## src/rtl/chr_map_pkg.sv

```systemverilog
package chr_map_pkg;

  localparam int SLOT_CNT   = 8;
  localparam int SLOT_IDX_W = 3;
  localparam int PPU_AW     = 14;

  typedef enum logic [1:0] {
    CM_8K = 2'd0,
    CM_4K = 2'd1,
    CM_2K = 2'd2,
    CM_1K = 2'd3
  } chr_mode_e;

  // Marker rows 0xFD8..0xFDF and 0xFE8..0xFEF inside the pattern space.
  function automatic logic snoop_hit(input logic [PPU_AW-1:0] a);
    return (a[13] == 1'b0) && ((a[11:3] == 9'h1FB) || (a[11:3] == 9'h1FD));
  endfunction

  // Latch value: bit1 picks the second marker row, bit2 the upper half.
  function automatic logic [SLOT_IDX_W-1:0] snoop_val(input logic [PPU_AW-1:0] a);
    return {a[12] & a[6], a[5], 1'b0};
  endfunction

endpackage

```

## src/rtl/chr_bank_regs.sv

```systemverilog
module chr_bank_regs
  import chr_map_pkg::*;
#(
  parameter int BANK_W = 16
) (
  input  logic                               clk,
  input  logic                               rst_n,
  input  logic                               we,
  input  logic [15:0]                        addr,
  input  logic [7:0]                         wdata,
  output logic [SLOT_CNT-1:0][BANK_W-1:0]    bank_q
);

  localparam int LO_W = 8;
  localparam int HI_W = BANK_W - LO_W;

  logic                  lo_hit;
  logic                  hi_hit;
  logic [SLOT_IDX_W-1:0] idx;
  logic                  unused_addr_bits;

  assign lo_hit = we && (addr[15:12] == 4'h9);
  assign hi_hit = we && (addr[15:12] == 4'hA);
  assign idx    = addr[SLOT_IDX_W-1:0];
  assign unused_addr_bits = ^addr[11:SLOT_IDX_W];

  for (genvar g = 0; g < SLOT_CNT; g++) begin : g_reg
    always_ff @(posedge clk) begin
      if (!rst_n) begin
        bank_q[g] <= '1;
      end else begin
        if (lo_hit && (idx == SLOT_IDX_W'(g)))
          bank_q[g][LO_W-1:0] <= wdata;
        if (hi_hit && (idx == SLOT_IDX_W'(g)))
          bank_q[g][BANK_W-1:LO_W] <= wdata[HI_W-1:0];
      end
    end
  end

  a_r1_low_byte: assert property (@(posedge clk) disable iff (!rst_n)
    lo_hit |=> bank_q[$past(idx)][LO_W-1:0] == $past(wdata));

  a_r2_high_byte: assert property (@(posedge clk) disable iff (!rst_n)
    hi_hit |=> bank_q[$past(idx)][BANK_W-1:LO_W] == $past(wdata[HI_W-1:0]));

  a_r12_no_stray_write: assert property (@(posedge clk) disable iff (!rst_n)
    !(lo_hit || hi_hit) |=> $stable(bank_q));

endmodule

```

## src/rtl/chr_latch_snoop.sv

```systemverilog
module chr_latch_snoop
  import chr_map_pkg::*;
(
  input  logic                  clk,
  input  logic                  rst_n,
  input  logic                  snoop_en,
  input  logic                  ppu_rd,
  input  logic [PPU_AW-1:0]     ppu_addr,
  output logic [SLOT_IDX_W-1:0] latch_lo,
  output logic [SLOT_IDX_W-1:0] latch_hi
);

  logic                  take;
  logic [SLOT_IDX_W-1:0] new_val;

  assign take    = snoop_en && ppu_rd && snoop_hit(ppu_addr);
  assign new_val = snoop_val(ppu_addr);

  always_ff @(posedge clk) begin
    if (!rst_n) begin
      latch_lo <= SLOT_IDX_W'(0);
      latch_hi <= SLOT_IDX_W'(4);
    end else if (take) begin
      if (ppu_addr[12]) latch_hi <= new_val;
      else              latch_lo <= new_val;
    end
  end

  a_r8_lo_range: assert property (@(posedge clk) disable iff (!rst_n)
    (latch_lo == 3'd0) || (latch_lo == 3'd2));

  a_r8_hi_range: assert property (@(posedge clk) disable iff (!rst_n)
    (latch_hi == 3'd4) || (latch_hi == 3'd6));

  a_r8_take_lo: assert property (@(posedge clk) disable iff (!rst_n)
    (take && !ppu_addr[12]) |=> (latch_lo == $past(new_val)) && $stable(latch_hi));

  a_r9_strap_hold: assert property (@(posedge clk) disable iff (!rst_n)
    !snoop_en |=> $stable(latch_lo) && $stable(latch_hi));

endmodule

```

## src/rtl/chr_outer_bank.sv

```systemverilog
module chr_outer_bank
  import chr_map_pkg::*;
#(
  parameter int BANK_W     = 16,
  parameter int OUTER_W    = 2,
  parameter int BASE_SHIFT = 5
) (
  input  chr_mode_e          mode,
  input  logic               outer_off,
  input  logic [OUTER_W-1:0] outer_sel,
  output logic [BANK_W-1:0]  mask,
  output logic [BANK_W-1:0]  base
);

  int shamt;

  always_comb begin
    shamt = BASE_SHIFT + int'(mode);
    if (outer_off) begin
      mask = '1;
      base = '0;
    end else begin
      mask = ~({BANK_W{1'b1}} << shamt);
      base = BANK_W'(outer_sel) << shamt;
    end
  end

endmodule

```

## src/rtl/chr_addr_mux.sv

```systemverilog
module chr_addr_mux
  import chr_map_pkg::*;
#(
  parameter int BANK_W = 16
) (
  input  logic [SLOT_CNT-1:0][BANK_W-1:0] bank_q,
  input  logic [SLOT_IDX_W-1:0]           latch_lo,
  input  logic [SLOT_IDX_W-1:0]           latch_hi,
  input  chr_mode_e                       mode,
  input  logic [BANK_W-1:0]               mask,
  input  logic [BANK_W-1:0]               base,
  input  logic [12:0]                     pat_addr,
  output logic [SLOT_IDX_W-1:0]           slot_idx,
  output logic [BANK_W-1:0]               slot_bank,
  output logic [BANK_W+12:0]              rom_addr
);

  always_comb begin
    unique case (mode)
      CM_8K:   slot_idx = '0;
      CM_4K:   slot_idx = pat_addr[12] ? latch_hi : latch_lo;
      CM_2K:   slot_idx = {pat_addr[12:11], 1'b0};
      default: slot_idx = pat_addr[12:10];
    endcase
  end

  assign slot_bank = (bank_q[slot_idx] & mask) | base;

  always_comb begin
    unique case (mode)
      CM_8K:   rom_addr = {slot_bank, pat_addr[12:0]};
      CM_4K:   rom_addr = {1'b0, slot_bank, pat_addr[11:0]};
      CM_2K:   rom_addr = {2'b0, slot_bank, pat_addr[10:0]};
      default: rom_addr = {3'b0, slot_bank, pat_addr[9:0]};
    endcase
  end

endmodule

```

## src/rtl/chr_latch_mapper.sv

```systemverilog
module chr_latch_mapper
  import chr_map_pkg::*;
#(
  parameter int BANK_W     = 16,
  parameter int OUTER_W    = 2,
  parameter int BASE_SHIFT = 5
) (
  input  logic               clk,
  input  logic               rst_n,
  input  logic               cpu_we,
  input  logic [15:0]        cpu_addr,
  input  logic [7:0]         cpu_wdata,
  input  logic [1:0]         chr_mode,
  input  logic               outer_off,
  input  logic [OUTER_W-1:0] outer_sel,
  input  logic               snoop_en,
  input  logic               ppu_rd,
  input  logic [13:0]        ppu_addr,
  output logic [BANK_W+12:0] chr_rom_addr
);

  logic [SLOT_CNT-1:0][BANK_W-1:0] bank_q;
  logic [SLOT_IDX_W-1:0]           latch_lo;
  logic [SLOT_IDX_W-1:0]           latch_hi;
  logic [BANK_W-1:0]               mask;
  logic [BANK_W-1:0]               base;
  logic [SLOT_IDX_W-1:0]           slot_idx;
  logic [BANK_W-1:0]               slot_bank;
  chr_mode_e                       mode;

  assign mode = chr_mode_e'(chr_mode);

  chr_bank_regs #(.BANK_W(BANK_W)) u_regs (
    .clk    (clk),
    .rst_n  (rst_n),
    .we     (cpu_we),
    .addr   (cpu_addr),
    .wdata  (cpu_wdata),
    .bank_q (bank_q)
  );

  chr_latch_snoop u_snoop (
    .clk      (clk),
    .rst_n    (rst_n),
    .snoop_en (snoop_en),
    .ppu_rd   (ppu_rd),
    .ppu_addr (ppu_addr),
    .latch_lo (latch_lo),
    .latch_hi (latch_hi)
  );

  chr_outer_bank #(
    .BANK_W     (BANK_W),
    .OUTER_W    (OUTER_W),
    .BASE_SHIFT (BASE_SHIFT)
  ) u_outer (
    .mode      (mode),
    .outer_off (outer_off),
    .outer_sel (outer_sel),
    .mask      (mask),
    .base      (base)
  );

  chr_addr_mux #(.BANK_W(BANK_W)) u_mux (
    .bank_q    (bank_q),
    .latch_lo  (latch_lo),
    .latch_hi  (latch_hi),
    .mode      (mode),
    .mask      (mask),
    .base      (base),
    .pat_addr  (ppu_addr[12:0]),
    .slot_idx  (slot_idx),
    .slot_bank (slot_bank),
    .rom_addr  (chr_rom_addr)
  );

  a_r10_full_register: assert property (@(posedge clk) disable iff (!rst_n)
    outer_off |-> slot_bank == bank_q[slot_idx]);

  a_r11_outer_bits: assert property (@(posedge clk) disable iff (!rst_n)
    !outer_off |-> ((slot_bank & ~mask) == base) &&
                   ((slot_bank & mask) == (bank_q[slot_idx] & mask)));

endmodule

```

## config.mk

```make
export PLATFORM = sky130hd
export DESIGN_NAME = chr_latch_mapper
export DESIGN_NICKNAME = d
export VERILOG_FILES = /design/src/rtl/chr_map_pkg.sv /design/src/rtl/chr_bank_regs.sv /design/src/rtl/chr_latch_snoop.sv /design/src/rtl/chr_outer_bank.sv /design/src/rtl/chr_addr_mux.sv /design/src/rtl/chr_latch_mapper.sv
export SDC_FILE = /design/constraint.sdc
export NUM_CORES = 1
export LEC_CHECK = 0
export BUFFER_PORTS_ARGS = -buffer_cell sky130_fd_sc_hd__clkbuf_2
export CORE_UTILIZATION = 25
export DETAILED_ROUTE_END_ITERATION = 10
export RECOVER_POWER = 50
export SLEW_MARGIN = 10
export SYNTH_ARGS = -nofsm -noshare
export SYNTH_HDL_FRONTEND = slang
export SYNTH_HIERARCHICAL = 1
export SYNTH_SLANG_ARGS = --single-unit
```

## constraint.sdc

```tcl
create_clock -name clk -period 3 [get_ports clk]
set_input_delay 0.45 -clock clk [delete_from_list [all_inputs] [get_ports clk]]
set_output_delay 0.45 -clock clk [all_outputs]
set_load 0.01 [all_outputs]
```

**Yosys cells after proc, flatten, opt, wreduce, memory -nomap -nowiden**

Index checks and enable logic that the tools add are counted.

- Register bits after elaboration: 132
- Word-level logic and storage cells: 74
- Bits of input ports: 48

- Equal/unequal tests: 13
- Add/sub/neg operators: 1
- Reductions and logical operators: 26
- Shift-type cells: 2
- $lt $le $gt $ge: 1
- Multiplexer cells: 7
- Bitwise gates (word level): 6

Operator list:

| kind | number |
|---|---|
| one-hot mux 29 bit (3 select lines) | 1 |
| binary-select mux 16 bit (select 3 bit) | 1 |
| two-way mux 16 bit | 3 |
| left shift 16 x 32 -> 16 bit, first input constant | 1 |
| left shift 2 x 32 -> 16 bit | 1 |
| logical AND 1 bit | 21 |
| == test 9 bit, second input constant | 2 |
| bitwise AND 16 bit | 1 |
| NOT 16 bit | 1 |
| bitwise OR 16 bit | 1 |
| == test 3 bit, second input constant | 4 |
| one-hot mux 3 bit (3 select lines) | 1 |
| == test 4 bit, second input constant | 2 |
| == test 3 x 2 -> 1 bit, second input constant | 2 |
| adder 3 x 2 -> 4 bit, first input constant | 1 |
| less-than comparator 3 x 4 -> 1 bit, second input constant | 1 |
| AND reduction 2 bit | 2 |
| == test 3 x 1 -> 1 bit, second input constant | 1 |
| zero test 3 bit | 1 |
| two-way mux 3 bit | 1 |
| == test 2 x 1 -> 1 bit, second input constant | 1 |
| == test 2 bit, second input constant | 1 |
| zero test 2 bit | 1 |
| NOT 1 bit | 2 |
| other kinds (2) | 2 |

**Logic depth before layout (Yosys ltp)**

Gate-level depths: netlist of the first run.

- Depth after elaboration: 7
- Gate-level depth with buffers: 11
- Mapped depth without buffers: 8

**Modules after synthesis**

Netlist of the first run, hierarchy kept.

Modules (own cells, without submodules):

| module | cells each | instances | area each (sq um) | seq. area each (sq um) |
|---|---|---|---|---|
| chr_bank_regs | 464 | 1 | 5071.1 | 2562.5 |
| chr_addr_mux | 330 | 1 | 2220.9 | 0.0 |
| chr_outer_bank | 50 | 1 | 362.8 | 0.0 |
| chr_latch_snoop | 22 | 1 | 222.7 | 80.1 |

**Least setup slack after synthesis of the first run**

Ideal clock, no wire load.

- Path type: input to output
- From: in ppu_addr[12]
- To: out chr_rom_addr[15]
- Arrival: 2.457 ns
- Slack: 0.093 ns
- Cell stages on the path: 10
- Required time: 2.550 ns
- Path through: buf_6 mux2i_2 o21a_1 buf_6 buf_2 buf_2 a211oi_1 a211oi_1 nor3_1 nor4_1

- Word-level cells in the longest chain between the ends: 7

RTL lines:

| item | RTL line | RTL |
|---|---|---|
| from (decl) | chr_latch_mapper.sv:18 | `input logic [13:0] ppu_addr,` |
| two-way mux 3 bit | chr_addr_mux.sv:21 | `CM_4K: slot_idx = pat_addr[12] ? latch_hi : latch_lo;` |
| one-hot mux 3 bit (3 select lines) * | chr_addr_mux.sv:19 | `unique case (mode)` |
| binary-select mux 16 bit (select 3 bit) * | chr_addr_mux.sv:27 | `assign slot_bank = (bank_q[slot_idx] & mask) \| base;` |
| two-way mux 16 bit (not written as such) * | chr_addr_mux.sv:27 |  |
| bitwise AND 16 bit * | chr_addr_mux.sv:27 |  |
| bitwise OR 16 bit * | chr_addr_mux.sv:27 |  |
| one-hot mux 29 bit (3 select lines) * | chr_addr_mux.sv:30 | `unique case (mode)` |
| to (decl) | chr_latch_mapper.sv:19 | `output logic [BANK_W+12:0] chr_rom_addr` |

Mark *: on every way between the ends. The rest lies on a longest branch, timed or not. The select of a mux whose other input is x is not followed.

**Final worst setup path of the first run**

- From: in chr_mode[0]
- To: out chr_rom_addr[25]

- Word-level cells in the longest chain between the ends: 7
- Elaborated cells on any way between the ends: 15
- Those cells by class: add/sub (1); eq/ne (2); shift (2); mux (6); bitwise (3); reduce/logical (1)

RTL lines:

| item | RTL line | RTL |
|---|---|---|
| from (decl) | chr_latch_mapper.sv:13 | `input logic [1:0] chr_mode,` |
| == test 2 bit (tied with other cells) | chr_addr_mux.sv:19 |  |
| one-hot mux 3 bit (3 select lines) * | chr_addr_mux.sv:19 |  |
| net slot_idx[0] | chr_latch_mapper.sv:27 | `logic [SLOT_IDX_W-1:0] slot_idx;` |
| binary-select mux 16 bit (select 3 bit) * | chr_addr_mux.sv:27 |  |
| two-way mux 16 bit (not written as such) * | chr_addr_mux.sv:27 |  |
| bitwise AND 16 bit * | chr_addr_mux.sv:27 |  |
| bitwise OR 16 bit * | chr_addr_mux.sv:27 |  |
| net slot_bank[15] | chr_latch_mapper.sv:28 | `logic [BANK_W-1:0] slot_bank;` |
| one-hot mux 29 bit (3 select lines) * | chr_addr_mux.sv:30 |  |

The timed path passes the listed nets; every way through them passes the cells marked *. The select of a mux whose other input is x is not followed.

==> results_dict.tcl, run 1 <==
set metrics [dict create \
    antenna_cells 0 \
    tightest_slew_ps 1270 \
    core-area_sq_um 30700 \
    reg2reg_from "u_regs/bank_q[34]" \
    vias 6681 \
    clock_skew_ps 0 \
    cts_buffer_depth 2 \
    die_h_um 179 \
    fin_crit_ps 3200 \
    setup_viol 16 \
    total_leakage_power_nw 4.54 \
    path_cells "clkbuf_4 -> clkinv_2 -> a211o_4 -> inv_4 -> mux4_2 -> and3_4 -> or2_1 -> mux4_2 -> buf_6" \
    nets 1000 \
    cp-startpoint "chr_mode[0]" \
    rsz0062_at_grt "true" \
    worstSetupStartpointType "input port" \
    routedWlPerCell_um 17.3 \
    grt_pass1_vias 6384 \
    power.density_nw_per_um2 480 \
    required_ps 2550 \
    synthToLayoutAreaGrowth_pct 31.2 \
    initial_core_util_pct 25.5 \
    nFillCells 3104 \
    dp.cells 1311 \
    min_from "ppu_addr[5]" \
    grt_usage_pct 14.9 \
    insertion_delay_ps 420 \
    crit_path_frequent_cell "mux4_2" \
    hold_end "u_snoop/latch_lo[1]" \
    clk_pin_slew_ps 60 \
    holdPathStages 3 \
    postPlaceCellArea_sq_um 8760 \
    cp.arrival_ps 2750 \
    h-tree-depth 4 \
    max_freq_ghz 0.313 \
    seqCellArea_sq_um 2650 \
    cp_top_family "multiplexers" \
    slew_headroom_pct 15.1 \
    slowest_stage "mux4_2" \
    drv_slew 0 \
    grt_max_degree 75 \
    hp-class "in -> reg" \
    grt-ovfl-total 0 \
    drc_errors 0 \
    setup_ws_ps -197 \
    synth_cells 858 \
    rows 64 \
    hold_violations 0 \
    reg2regPathDepth 3 \
    clock-sinks 132 \
    cts_tree "yes" \
    mostFrequentLayoutCell "mux2i_1" \
    timing.final.crit_share_pct 107 \
    yosys_warnings 6 \
    hold_buffers 0 \
    ant_nets 0 \
    vdd_drop_max_mv 0.390 \
    status "finished, violations left" \
    cp_max_fo 4 \
    postLayoutCellArea_sq_um 10300 \
    dieArea_sq_um 32000 \
    final_core_util_pct 33.5 \
    cts_buffers 17 \
    drive_gt1_share_pct 29.2 \
    drt_iter0_markers 490 \
    slowest_delay_ps 530 \
    grt_first_pass_wirelength_um 35900 \
    place_hpwl_um 15900 \
    viasPerCell 4.93 \
    io_pins 77 \
    worstReg2RegEnd "u_regs/bank_q[34]" \
    avgSynthCellArea_sq_um 9.13 \
    syn_area_sq_um 7830 \
    critPathCaptureType "primary output" \
    dr.pass1.iters 6 \
    routed_wl_um 23400 \
    r2r_setup_slack_ps 2140 \
    cp.buffers_inverters 4 \
    gp_congestion 0.902 \
    violations "setup timing" \
    antenna_found_initial 1 \
    final_cell_mix "mux2i_1, dfxtp_1, nor2b_1, buf_4, nand2_1" \
    portBuffers 61 \
    critPathKind "in -> out" \
    die_w_um 179 \
    multi_input_area_sq_um 5150 \
    root_buffer "clkbuf_16" \
    maxCapViolCount 0 \
    fin_cells 1356 \
]
==> how the worst max path moves through the flow <==
stage,to,slack (ps),cells past startpoint
3_3_place_gp,chr_rom_addr[20],-410,11
4_1_cts,chr_rom_addr[24],-150,11
3_5_place_dp,chr_rom_addr[20],-400,11
2_1_floorplan,chr_rom_addr[15],130,10
5_1_grt,chr_rom_addr[14],-270,12
6_report,chr_rom_addr[25],-200,9
==> layer usage <==
| metal | track usage (%) | vias to the layer above | wire length (um) |
|---|---|---|---|
| li1 | - | 3183 | - |
| met1 | 19.7 | 3233 | 10600 |
| met2 | 23.2 | 229 | 10800 |
| met3 | 3.99 | 34 | 1540 |
| met4 | 5.12 | 2 | 454 |
| met5 | 0 | - | 12 |
==> metrics by stage <==
step | worst slack (ps) | setup TNS, ps | hold slack (ps) | power, W
CTS | -149 | -1760 | 323 | 0.00488
finish | -197 | -2130 | 339 | 0.00493
global placement | -412 | -2790 | 426 | 0.00248
global route | -271 | -3630 | 350 | 0.00511
floorplan | 128 | 0 | 415 | 0.00222
detailed placement | -396 | -3130 | 428 | 0.00249
==> power by group <==
part           switching [W]  internal [W]
Clock               0.000818       0.00148
Sequential        0.00000231       0.00176
Combinational       0.000465      0.000405
Total                0.00129       0.00364
==> worst min-delay path: stages <==
cell and delay, ps:
clkbuf_2 100, nand2_1 90, mux2i_1 70
==> state kept, by name (all words and copies together), names as in the netlist <==
name and flops:
u_regs/bank_q 128, u_snoop/latch_hi 2, u_snoop/latch_lo 2
==> cell type report <==
cell class                 instances  share of cell area, %
clock buffer                      17                   4.14
clock inverter                    14                   2.19
inverter                          26                   1.14
multi-input combinational        614                   50.1
sequential                       132                   25.8
tap                              396                   4.82
timing repair buffer             154                   11.6
timing repair inverter             3                  0.329
==> repair_timing <==
| item | in CTS | in global routing |
|---|---|---|
| pin swaps | 25 | 27 |
| buffers inserted | 7 | 5 |
| endpoints found under the setup margin | 17 | 17 |
| gates resized for setup | 80 | 73 |
| cloned | 5 | 0 |
No activity file was read; power rests on OpenSTA's default activity.
==> inputs of run 2 (changes only) <==
Settings changed: REMOVE_ABC_BUFFERS set to 1.
==> results_dict.tcl, run 2 (synthesized netlist as in run 1, its figures left out) <==
set metrics [dict create \
    critPathCaptureType "primary output" \
    vdd_drop_max_mv 0.302 \
    reg.largest.list "u_regs/bank_q (128), u_snoop/latch_hi (2), u_snoop/latch_lo (2)" \
    clock_skew_ps 0 \
    viasPerCell 4.92 \
    ant_nets 0 \
    setup_ws_ps -226 \
    final_cell_mix "mux2i_1, dfxtp_1, nor2b_1, buf_4, clkbuf_2" \
    dp.cells 1319 \
    slew_headroom_pct -51.0 \
    synthToLayoutAreaGrowth_pct 31.5 \
    clk_pin_slew_ps 60 \
    routed_wl_um 25000 \
    clock-sinks 132 \
    r2r_setup_slack_ps 2130 \
    antenna_cells 0 \
    h-tree-depth 4 \
    drt_iter0_markers 474 \
    drc_errors 0 \
    grt_usage_pct 16.0 \
    slowest_stage "nor4_2" \
    fin_cells 1372 \
    grt_first_pass_wirelength_um 38400 \
    violations "capacitance limit, slew limit, setup timing" \
    hp-class "in -> reg" \
    core-area_sq_um 30700 \
    tightest_slew_ps 2270 \
    cts_tree "yes" \
    slowest_delay_ps 400 \
    holdWs_ps 362 \
    path_cells "mux2i_2 -> o21a_4 -> buf_12 -> inv_16 -> buf_16 -> mux2i_2 -> o221ai_2 -> nor3_2 -> nor4_2 -> buf_4 -> buf_4" \
    die_w_um 179 \
    required_ps 2550 \
    power.density_nw_per_um2 450 \
    hold_violations 0 \
    grt-ovfl-total 0 \
    hold_buffers 0 \
    timing.final.crit_share_pct 108 \
    die_h_um 179 \
    dr.pass1.iters 5 \
    gp_congestion 0.877 \
    critPathKind "reg -> out" \
    worstSetupStartpointType "register" \
    place_hpwl_um 16400 \
    root_buffer "clkbuf_16" \
    regMostFlops "u_regs/bank_q" \
    reg2regPathDepth 3 \
    maxCapViolCount 1 \
    status "finished, violations left" \
    setup_viol 17 \
    grt_pass1_vias 6740 \
    rsz0062_at_grt "true" \
    grt_max_degree 51 \
    drv_slew 51 \
    antenna_found_initial 0 \
    portBuffers 61 \
    insertion_delay_ps 420 \
    nets 1015 \
    worstReg2RegEnd "u_regs/bank_q[39]" \
    cp_max_fo 10 \
    largest_reg_flops 128 \
    max_freq_ghz 0.310 \
    fin_crit_ps 3230 \
    vias 6749 \
    reg2reg_from "u_regs/bank_q[39]" \
    rows 64 \
    endpoint "chr_rom_addr[18]" \
    mostFrequentLayoutCell "mux2i_1" \
    cp.arrival_ps 2780 \
    drive_gt1_share_pct 30.7 \
    dieArea_sq_um 32000 \
    routedWlPerCell_um 18.2 \
    total_leakage_power_nw 4.58 \
    cp-startpoint "u_snoop/latch_hi[1]" \
    io_pins 77 \
    cts_buffers 17 \
    final_core_util_pct 33.6 \
    initial_core_util_pct 25.5 \
    cts_buffer_depth 2 \
]
-- run 2: cell count changes in the layout (fill, tap and decap cells not counted), moves of 5 or more --
cell / delta
a211oi_1: -5
buf_4: +9
clkbuf_2: +11
clkbuf_8: +5
mux2i_2: +10
mux2i_4: -8
nor3_1: +5
-- run 2: area by class of cell --
type / count / area (sq um)
flip-flops and latches: 132 / 2650
repair inverters: 2 / 41.3
repair buffers: 170 / 1370
clock buffers: 23 / 478
fillers: 3138 / 20400
well taps: 396 / 495
clock inverters: 9 / 78.8
inverters: 26 / 116
multi-input cells: 614 / 5080
-- run 2: metal layers --
metal / up-vias / wire length, um / GRT usage (%)
met1: 3325 / 11900 / 21.4
met5: - / 0 / 0
met4: 0 / 313 / 4.06
li1: 3198 / - / -
met3: 23 / 1260 / 3.39
met2: 203 / 11500 / 25.9
-- run 2: how the worst min path moves through the flow --
stage	start	endpoint	slack (ps)	cells after the start
after floorplan	u_snoop/latch_lo[2]	u_snoop/latch_lo[2]	420	2
final	ppu_addr[5]	u_snoop/latch_hi[1]	360	3
after global placement	u_snoop/latch_lo[2]	u_snoop/latch_lo[2]	420	2
after CTS	ppu_addr[5]	u_snoop/latch_hi[1]	340	3
after detailed placement	u_snoop/latch_lo[2]	u_snoop/latch_lo[2]	430	2
after global routing	ppu_addr[5]	u_snoop/latch_hi[1]	330	3
-- run 2: timing repair --
| action | 4_1_cts | 5_1_grt |
|---|---|---|
| resized for setup | 96 | 47 |
| gates cloned | 2 | 1 |
| setup endpoints to repair | 17 | 18 |
| buffers inserted | 6 | 13 |
| endpoints found under the hold margin | 0 | 0 |
| pin swaps | 27 | 24 |
-- run 2: where the power goes --
part / leakage, nW / internal, W / switching [W]
registers: 1.07 / 0.00176 / 0.00000227
logic: 3.24 / 0.000424 / 0.000487
clock network: 0.273 / 0.00120 / 0.000768
total: 4.58 / 0.00338 / 0.00126
-- run 2: worst max-delay path, delay by kind of cell (launching register included) --
family	cells	cell delay, ps
compound gates	2	550
flops	1	320
buf+inv	5	620
simple gates	2	480
mux	2	360
-- run 2: through the flow --
| stage | TNS [ps] | setup WS [ps] | power, W | area [sq um] |
|---|---|---|---|---|
| 2_1_floorplan | -4260 | -428 | 0.00213 | 7320 |
| 3_3_place_gp | -4230 | -548 | 0.00251 | 8850 |
| 3_5_place_dp | -4710 | -568 | 0.00252 | 8850 |
| 4_1_cts | -2050 | -203 | 0.00459 | 9960 |
| 5_1_grt | -4890 | -341 | 0.00481 | 10300 |
| 6_report | -2650 | -226 | 0.00464 | 10300 |
